--- src/rtl/insn_fetch_pkg.sv ---
package insn_fetch_pkg;

    localparam int OP_BITS = 10;

    typedef enum logic [3:0] {
        FMT_IMPL_A   = 4'd0,
        FMT_IMPL_B   = 4'd1,
        FMT_JUMP     = 4'd2,
        FMT_REG1     = 4'd3,
        FMT_STATUS   = 4'd4,
        FMT_NOPSIN   = 4'd5,
        FMT_ROTATE   = 4'd6,
        FMT_REG2     = 4'd7,
        FMT_BRANCH   = 4'd8,
        FMT_DIRECT   = 4'd9,
        FMT_INDIRECT = 4'd10,
        FMT_IMMED    = 4'd11
    } fmt_e;

    typedef enum logic [2:0] {
        ST_IDLE,
        ST_FETCH1,
        ST_FETCH2,
        ST_FETCH3,
        ST_PRESENT
    } fetch_st_e;

    // words occupied by a format when no prefix is in force
    function automatic logic [1:0] base_len(fmt_e f);
        case (f)
            FMT_JUMP:                          return 2'd3;
            FMT_BRANCH, FMT_DIRECT, FMT_IMMED: return 2'd2;
            default:                           return 2'd1;
        endcase
    endfunction

endpackage

--- src/rtl/insn_fmt_classify.sv ---
module insn_fmt_classify
    import insn_fetch_pkg::*;
(
    input  logic [OP_BITS-1:0] op,
    output fmt_e               fmt
);
    logic [3:0] grp;
    logic [2:0] mode;
    logic [2:0] low;

    assign grp  = op[9:6];
    assign mode = op[5:3];
    assign low  = op[2:0];

    always_comb begin
        if (grp == 4'd0) begin
            if (mode == 3'd0) begin
                if (low <= 3'd3)      fmt = FMT_IMPL_A;
                else if (low == 3'd4) fmt = FMT_JUMP;
                else                  fmt = FMT_IMPL_B;
            end else if (mode == 3'd6) begin
                fmt = low[2] ? FMT_NOPSIN : FMT_STATUS;
            end else begin
                fmt = FMT_REG1;
            end
        end else if (grp == 4'd1) begin
            fmt = FMT_ROTATE;
        end else if (grp < 4'd8) begin
            fmt = FMT_REG2;
        end else if (grp == 4'd8) begin
            fmt = FMT_BRANCH;
        end else if (mode == 3'd0) begin
            fmt = FMT_DIRECT;
        end else if (mode == 3'd7) begin
            fmt = FMT_IMMED;
        end else begin
            fmt = FMT_INDIRECT;
        end
    end
endmodule

--- src/rtl/insn_imm_merge.sv ---
module insn_imm_merge
    import insn_fetch_pkg::*;
#(
    parameter int DW = 16
) (
    input  logic [3:0]    fmt,
    input  logic          bad,
    input  logic          pfx,
    input  logic [DW-1:0] w1,
    input  logic [DW-1:0] w2,
    output logic [DW-1:0] imm
);
    localparam int HALF = DW / 2;

    always_comb begin
        if (bad || fmt != FMT_IMMED) imm = '0;
        else if (pfx)                imm = {w2[HALF-1:0], w1[HALF-1:0]};
        else                         imm = w1;
    end
endmodule

--- src/rtl/insn_fetch_seq.sv ---
module insn_fetch_seq
    import insn_fetch_pkg::*;
#(
    parameter int            AW       = 16,
    parameter int            DW       = 16,
    parameter logic [AW-1:0] RESET_PC = '0
) (
    input  logic          clk,
    input  logic          rst_n,
    output logic          mem_rd_en,
    output logic [AW-1:0] mem_addr,
    input  logic [DW-1:0] mem_rdata,
    output logic [AW-1:0] pc,
    output logic          out_valid,
    input  logic          out_ready,
    output logic [3:0]    out_fmt,
    output logic [1:0]    out_len,
    output logic [DW-1:0] out_word0,
    output logic [DW-1:0] out_word1,
    output logic [DW-1:0] out_word2,
    output logic [DW-1:0] out_imm,
    output logic          out_prefixed,
    output logic          out_invalid
);
    localparam logic [DW-1:0] PREFIX_WORD = DW'(1);

    typedef struct packed {
        fetch_st_e     st;
        logic [AW-1:0] pc;
        logic [DW-1:0] w0;
        logic [DW-1:0] w1;
        logic [DW-1:0] w2;
        logic [3:0]    fmt;
        logic [1:0]    len;
        logic          bad;
        logic          pfx;
    } fetch_regs_t;

    fetch_regs_t q, d;
    fmt_e        fmt_now;
    logic        hi_set;
    logic [1:0]  len_now;
    logic        accept;

    insn_fmt_classify u_cls (
        .op  (mem_rdata[OP_BITS-1:0]),
        .fmt (fmt_now)
    );

    insn_imm_merge #(.DW(DW)) u_imm (
        .fmt (q.fmt),
        .bad (q.bad),
        .pfx (q.pfx),
        .w1  (q.w1),
        .w2  (q.w2),
        .imm (out_imm)
    );

    assign hi_set  = |mem_rdata[DW-1:OP_BITS];
    assign len_now = base_len(fmt_now) + {1'b0, (fmt_now == FMT_IMMED) && q.pfx};
    assign accept  = (q.st == ST_PRESENT) && out_ready;

    always_comb begin
        d         = q;
        mem_rd_en = 1'b0;
        mem_addr  = q.pc;
        case (q.st)
            ST_IDLE: begin
                mem_rd_en = 1'b1;
                d.st      = ST_FETCH1;
            end
            ST_FETCH1: begin
                d.w0 = mem_rdata;
                d.w1 = '0;
                d.w2 = '0;
                if (hi_set) begin
                    d.bad = 1'b1;
                    d.fmt = FMT_IMPL_A;
                    d.len = 2'd1;
                    d.st  = ST_PRESENT;
                end else begin
                    d.bad = 1'b0;
                    d.fmt = fmt_now;
                    d.len = len_now;
                    if (len_now == 2'd1) begin
                        d.st = ST_PRESENT;
                    end else begin
                        mem_rd_en = 1'b1;
                        mem_addr  = q.pc + AW'(1);
                        d.st      = ST_FETCH2;
                    end
                end
            end
            ST_FETCH2: begin
                d.w1 = mem_rdata;
                if (q.len == 2'd2) begin
                    d.st = ST_PRESENT;
                end else begin
                    mem_rd_en = 1'b1;
                    mem_addr  = q.pc + AW'(2);
                    d.st      = ST_FETCH3;
                end
            end
            ST_FETCH3: begin
                d.w2 = mem_rdata;
                d.st = ST_PRESENT;
            end
            ST_PRESENT: begin
                if (out_ready) begin
                    d.pc  = q.pc + AW'(q.len);
                    d.pfx = !q.bad && (q.len == 2'd1) && (q.w0 == PREFIX_WORD);
                    d.st  = ST_IDLE;
                end
            end
            default: d.st = ST_IDLE;
        endcase
    end

    always_ff @(posedge clk) begin
        if (!rst_n) begin
            q     <= '0;
            q.st  <= ST_IDLE;
            q.pc  <= RESET_PC;
            q.len <= 2'd1;
        end else begin
            q <= d;
        end
    end

    assign pc           = q.pc;
    assign out_valid    = (q.st == ST_PRESENT);
    assign out_fmt      = q.fmt;
    assign out_len      = q.len;
    assign out_word0    = q.w0;
    assign out_word1    = q.w1;
    assign out_word2    = q.w2;
    assign out_prefixed = q.pfx;
    assign out_invalid  = q.bad;


    hold_while_stalled_chk: assert property (@(posedge clk) disable iff (!rst_n)
        out_valid && !out_ready |=> out_valid && $stable(out_word0) && $stable(out_fmt)
                                    && $stable(out_len) && $stable(out_imm));

    no_read_presenting_chk: assert property (@(posedge clk) disable iff (!rst_n)
        out_valid |-> !mem_rd_en);

    pc_hold_chk: assert property (@(posedge clk) disable iff (!rst_n)
        !accept |=> $stable(pc));

    pc_step_chk: assert property (@(posedge clk) disable iff (!rst_n)
        accept |=> pc == $past(pc) + AW'($past(out_len)));

    trap_one_word_chk: assert property (@(posedge clk) disable iff (!rst_n)
        out_valid && out_invalid |-> out_len == 2'd1 && out_fmt == 4'd0);

    read_window_chk: assert property (@(posedge clk) disable iff (!rst_n)
        mem_rd_en |-> (mem_addr - pc) < AW'(3));
endmodule

--- config.mk ---
export PLATFORM = sky130hd
export DESIGN_NAME = insn_fetch_seq
export DESIGN_NICKNAME = d
export VERILOG_FILES = /design/src/rtl/insn_fetch_pkg.sv /design/src/rtl/insn_fmt_classify.sv /design/src/rtl/insn_imm_merge.sv /design/src/rtl/insn_fetch_seq.sv
export SDC_FILE = /design/constraint.sdc
export NUM_CORES = 1
export LEC_CHECK = 0
export BUFFER_PORTS_ARGS = -buffer_cell sky130_fd_sc_hd__buf_2
export CORE_MARGIN = 2
export CORE_UTILIZATION = 54
export CTS_BUF_LIST = sky130_fd_sc_hd__clkbuf_8
export DETAILED_ROUTE_END_ITERATION = 8
export PLACE_DENSITY = 0.84
export SKIP_CTS_REPAIR_TIMING = 1
export SYNTH_ARGS = -nofsm -noshare
export SYNTH_HDL_FRONTEND = slang
export SYNTH_SLANG_ARGS = --single-unit
export TNS_END_PERCENT = 5
--- constraint.sdc ---
create_clock -name clk -period 2.8 [get_ports clk]
set_input_delay 0.14 -clock clk [delete_from_list [all_inputs] [get_ports clk]]
set_output_delay 0.14 -clock clk [all_outputs]
set_load 0.02 [all_outputs]
==> flow_summary.toml, run 1 <==
[sta]
finalMaxSlewViolations = 0
max_freq_mhz = 389
tightest_slew_ns = 1.07
rsz0062_at_grt = "no"
final_hold_viol_count = 0
max_slew_margin_pct = 28.1
fin_skew_ns = 0.00673
hold_ws_ns = 0.0649
period_share_pct = 91.9
layout_min_cycle_time_ns = 2.57
setup_viol = 0
tns_ns = 0

[worst_setup_path]
cp_cell_sequence = "nor2b_4 > nand2b_1 > a2111o_1 > a2111oi_4 > xor2_1 > buf_2"
crit_arrival_ns = 2.43
endpoint_kind = "output port"
required_ns = 2.66
path_class = "flip-flop to output port"
crit_fanout = 9
reg2reg_slack_ns = 0.44
start_kind = "flip-flop"
crit_slowest_cell = "dfxtp_1"
slowest_delay_ns = 0.49

[global_route]
antenna_found_initial = 0
grt_pass1_vias = 3479
grt_overflow = 0
grt_usage_pct = 24.9
grt_start_max_net_pins = 34
grt_pass1_wl_um = 17100

[logic_synthesis]
synth_area_um2 = 4260
synth_ff_type = "dfxtp_1"
yosysSeqAreaShare_pct = 35.2
netlist.area_leader.share_pct = 35.2
synth_cell_types = 55
yosysTopAreaCell = "dfxtp_1"
synth-seq-cells = 75
async_flop_share_pct = 0
yosys-top-cells-area = "dfxtp_1 (35%), buf_4 (13%), nand2_1 (6.2%), a21oi_1 (5.0%), nor2_1 (5.0%)"
avgSynthCellArea_um2 = 8.04
syn_nets = 555
yosysWarnings = 0
syn_inst = 530
synth-edff-count = 0

[cells_and_area]
finish.utilization_pct = 59.9
antennaDiodeCount = 0
fillers = 673
final_cell_mix = "buf_2 (124), dfxtp_1 (75), nand2_1 (70)"
drive_gt1_share_pct = 28.2
syn_to_final_growth_pct = 8.10
final_common_cell = "buf_2"
nets = 599

[routing]
wl_um = 10600
ant_nets = 0
wl_per_cell_um = 15.6
route.vias.total = 3908
first_iter_violations = 325
vias_per_cell = 5.74
drtPass1Iterations = 6
drc = 0

[clock_network]
clk_latency_ns = 0.35
cts_root_buf = "clkbuf_8"
clockBufferDepth = 2
htreeDepth = 3
clkSinkCount = 75
clk_pin_slew_worst_paths_ns = 0.09
cts_buffers = 9
cts_tree = "yes"

[pwr]
power_density_nw_per_um2 = 469
p_leak_nw = 1.99
p_total_w = 0.00216
vdd_drop_max_mv = 0.361

[floorplanning]
dieWidth_um = 92.8
dieArea_um2 = 8620
rows = 32
coreArea_um2 = 7690
start_util_pct = 55.4
die_h_um = 92.8
num_io_pins = 125

[placed_design]
io_buffers = 124
routabilityCongestion = 0.855
dpl.hpwl_um = 7800

[run]
maxCapViolCount = 0

[hold_path]
hp-class = "input port to flip-flop"

[outcome]
outcome = "complete, no violations"
[final timing paths]
kind                 start             to  cells after the start
max                  q[72]   mem_addr[10]                      6
min          mem_rdata[14]  out_word0[14]                      3
max reg2reg     out_len[0]         pc[10]                      7
min reg2reg  out_word2[14]  out_word2[14]                      2
[cells by family (layout without fill, tap and decap cells)]
kind of cell / after synthesis / after routing / share of synthesized area, %
fa+ha+maj: 6 / 6 / 1.94
simple gates: 205 / 205 / 23.3
xor+xnor: 27 / 27 / 5.55
mux: 8 / 8 / 1.88
compound gates: 99 / 99 / 15.7
flops: 75 / 75 / 35.2
buf+inv: 110 / 159 / 16.3
[through the flow]
stage | worst slack [ns] | std cells | cell area, um^2
floorplan | 0.546 | 530 | 4260
global placement | 0.479 | 665 | 4430
detailed placement | 0.441 | 665 | 4430
CTS | 0.125 | 681 | 4610
global route | 0.0934 | 681 | 4610
finish | 0.226 | 681 | 4610
[metal layers]
layer / wire (um) / vias up / track usage [%]
li1: - / 1842 / -
met1: 4440 / 1855 / 32.3
met2: 5160 / 194 / 40.7
met3: 860 / 17 / 4.88
met4: 187 / 0 / 9.68
met5: 0 / - / 0
[synthesized netlist by cell type (all sizes together), types with 2 or more instances]
master / instances
a2111oi: 2
a211oi: 5
a21oi: 43
a22oi: 17
a2bb2oi: 2
and3: 11
and4: 2
buf: 80
clkbuf: 22
dfxtp: 75
ha: 5
inv: 8
mux2i: 8
nand2: 70
nand2b: 2
nand3: 27
nand4: 4
nand4b: 2
nor2: 57
nor2b: 3
nor3: 11
nor3b: 2
nor4: 6
o211ai: 5
o21ai: 13
or3: 3
xnor2: 15
xor2: 12
[report_power, final]
group          switching [W]  internal (W)  leakage [nW]
combinational       0.000179     0.0000794          1.29
clock               0.000451      0.000336        0.0914
sequential         0.0000263       0.00109         0.607
[final cells by class]
type,count,area (um^2),share of cell area [%]
Timing Repair Buffer,135,703,15.3
Inverter,8,30.0,0.652
Clock inverter,7,56.3,1.22
Sequential cell,75,1500,32.6
Multi-Input combinational cell,345,2060,44.8
Tap cell,102,128,2.77
Clock buffer,9,124,2.69
[critical path, delay by kind of cell, from the launching register on]
kind / cells / cell delay [ns]
AOI/OAI and AO/OA: 2 / 0.86
DFF: 1 / 0.49
and+or+nand+nor: 2 / 0.39
buffers and inverters: 1 / 0.17
xor gates and xnor gates: 1 / 0.16
[flip-flops by register name (all words and copies together) (netlist names)]
signal	count
out_word0	16
out_word1	16
out_word2	16
pc	16
out_fmt	4
q	3
out_len	2
out_invalid	1
out_prefixed	1
(Power assumes the default switching activity.)
==> inputs of run 2 (changes only) <==
--- a/config.mk
+++ b/config.mk
@@ -5,12 +5,13 @@
 export SDC_FILE = /design/constraint.sdc
 export NUM_CORES = 1
 export LEC_CHECK = 0
+export ABC_AREA = 1
 export BUFFER_PORTS_ARGS = -buffer_cell sky130_fd_sc_hd__buf_2
 export CORE_MARGIN = 2
-export CORE_UTILIZATION = 54
+export CORE_UTILIZATION = 55
 export CTS_BUF_LIST = sky130_fd_sc_hd__clkbuf_8
 export DETAILED_ROUTE_END_ITERATION = 8
-export PLACE_DENSITY = 0.84
+export PLACE_DENSITY = 0.83
 export SKIP_CTS_REPAIR_TIMING = 1
 export SYNTH_ARGS = -nofsm -noshare
 export SYNTH_HDL_FRONTEND = slang
==> run 2 against run 1 <==
Combinational power is 27% higher; fmax is 2.0% higher; clock power is 14% higher; design area is 14% higher; global-route usage is 4.4 points higher; synthesized cell count is 39% higher; critical path depth is 1 higher; count of clock-buffer cells in the layout stayed put; die area is 12% higher; critical path type unchanged; critical endpoint unchanged.
==> flow_summary.toml, run 2 <==
[cells_and_area]
antennaDiodeCount = 0
drive_gt1_share_pct = 22.1
seq_area_um2 = 1500
fillers = 834
nets = 806
final_common_cell = "nand2_1"
syn_to_final_growth_pct = 7.45
final_cell_mix = "nand2_1 (160), buf_2 (124), dfxtp_1 (74)"
multi_input_area_um2 = 2450

[logic_synthesis]
yosys-top-cells-area = "dfxtp_1 (31%), nand2_1 (12%), buf_4 (11%), nand3_1 (7.3%), a21oi_1 (6.9%)"
synth-compound-area-share_pct = 15.1
synthSimpleGateAreaFrac_pct = 29.3
syn_inst = 738
synthMuxAreaShare_pct = 1.63
yosysWarnings = 0
async_flop_share_pct = 0
synthXorXnorAreaFrac_pct = 2.14
synth_cell_types = 35
synth_common_cells = "nand2_1 (160), dfxtp_1 (75), buf_4 (73)"
synth-edff-count = 0
synth-adder-area-share_pct = 1.68
synth_ff_type = "dfxtp_1"
synth-seq-cells = 75
netlist.area_leader.share_pct = 30.6
syn_nets = 763
yosysSeqAreaShare_pct = 30.6
synth.most_common_cell = "nand2_1"
avgSynthCellArea_um2 = 6.65
synth_top_family_by_area = "simple AND/OR/NAND/NOR gates"
yosysTopAreaCell = "dfxtp_1"
synth_area_um2 = 4910

[global_route]
grt_start_max_net_pins = 53
grt_usage_pct = 29.3
grt_pass1_wl_um = 23000
grt_overflow = 0
antenna_found_initial = 0
grt_pass1_vias = 4659

[clock_network]
cts_buffers = 9
clkSinkCount = 75
htreeDepth = 3
cts_tree = "yes"
clockBufferDepth = 2
clk_latency_ns = 0.36
clk_pin_slew_worst_paths_ns = 0.09
cts_root_buf = "clkbuf_8"

[floorplanning]
coreArea_um2 = 8680
num_io_pins = 125
rows = 34
start_util_pct = 56.5
dieArea_um2 = 9690
die_h_um = 98.4
dieWidth_um = 98.4

[placed_design]
io_buffers = 124
routabilityCongestion = 0.979
dpl.hpwl_um = 10700
dp_slack_ns = 0.532

[worst_setup_path]
cp_cell_sequence = "inv_2 > nor2_1 > nand2_1 > inv_1 > nand3_1 > nand2_1 > buf_2"
start_kind = "flip-flop"
path_class = "flip-flop to output port"
crit_start = "q[72]"
crit_arrival_ns = 2.38
required_ns = 2.66
r2r-start = "pc[1]"
reg2reg_slack_ns = 0.60
crit_slowest_cell = "inv_1"
cpMostUsedCell = "nand2_1"
slowest_delay_ns = 0.65
endpoint_kind = "output port"
crit_fanout = 28

[routing]
vias_per_cell = 5.67
wl_um = 14500
drtPass1Iterations = 6
wl_per_cell_um = 16.2
first_iter_violations = 326
drc = 0
route.vias.total = 5067
ant_nets = 0

[pwr]
power_density_nw_per_um2 = 447
vdd_drop_max_mv = 0.251
p_total_w = 0.00236
p_leak_nw = 2.46

[outcome]
outcome = "complete, no violations"

[sta]
finalMaxSlewViolations = 0
tightest_slew_ns = 0.832
tns_ns = 0
rsz0062_at_grt = "no"
finalWorstSetupSlack_ns = 0.277
setup_viol = 0
fin_skew_ns = 0.0108
layout_min_cycle_time_ns = 2.52
max_freq_mhz = 396
period_share_pct = 90.1
max_slew_margin_pct = 44.5
final_hold_viol_count = 0

[run]
maxCapViolCount = 0

[hold_path]
hp-class = "input port to flip-flop"
hold_start = "mem_rdata[8]"
## run 2: changes by cell type after synthesis, moves of 10 or more
cell,change
nand2_1,+90
a22oi_1,-16
and3_1,-10
nand3_1,+46
xnor2_1,-15
o21ai_0,+52
a21oi_1,+25
inv_1,+59
## run 2: report_power, final
group          switching, W  internal (W)  leakage [nW]
logic              0.000240     0.0000895          1.75
clock network      0.000470      0.000427        0.0988
registers         0.0000337       0.00110         0.608
## run 2: critical path, delay by kind of cell, from the launching register on
| kind | cells | cell delay [ns] |
|---|---|---|
| flops | 1 | 0.43 |
| buf+inv | 3 | 0.98 |
| simple gates | 4 | 0.63 |
## run 2: per-stage QoR
step	std cells	hold slack [ns]	util, %	cell area (um^2)
after floorplan	738	0.278	-	4910
after global placement	878	0.441	58.3	5060
after detailed placement	878	0.446	58.3	5060
after CTS	894	0.0540	60.7	5270
after global routing	894	0.0719	60.7	5270
final	894	0.0720	60.7	5270
## run 2: worst paths after layout
check	endpoint	cells after the start
worst max-delay path	mem_addr[10]	7
worst min-delay path	out_word2[8]	3
worst max register to register	pc[14]	8
worst min register to register	out_word0[13]	2
## run 2: metal layers
metal  part of all wire, %  global-route usage (%)  vias up
met4                   2.6                    11.7        0
met5                     0                       0        -
met3                   9.6                    6.17       33
li1                      -                       -     2419
met1                    40                    36.5     2298
met2                    48                    49.7      317
## run 2: final cells by class
type / instances / area share (%)
sequential: 75 / 28.5
multi-input combinational: 489 / 46.5
clock buffer: 9 / 2.35
tap: 108 / 2.56
clock inverter: 7 / 1.57
inverter: 69 / 4.91
timing repair buffer: 137 / 13.6
## run 2: cell families (layout without fill, tap and decap cells)
logic type | Yosys count | count (layout)
AO/OA/AOI/OAI | 141 | 141
XOR/XNOR | 12 | 12
adder cells (fa/ha/maj) | 6 | 6
buffers and inverters | 174 | 222
flip-flops | 75 | 75
multiplexers | 8 | 8
AND/OR/NAND/NOR | 322 | 322
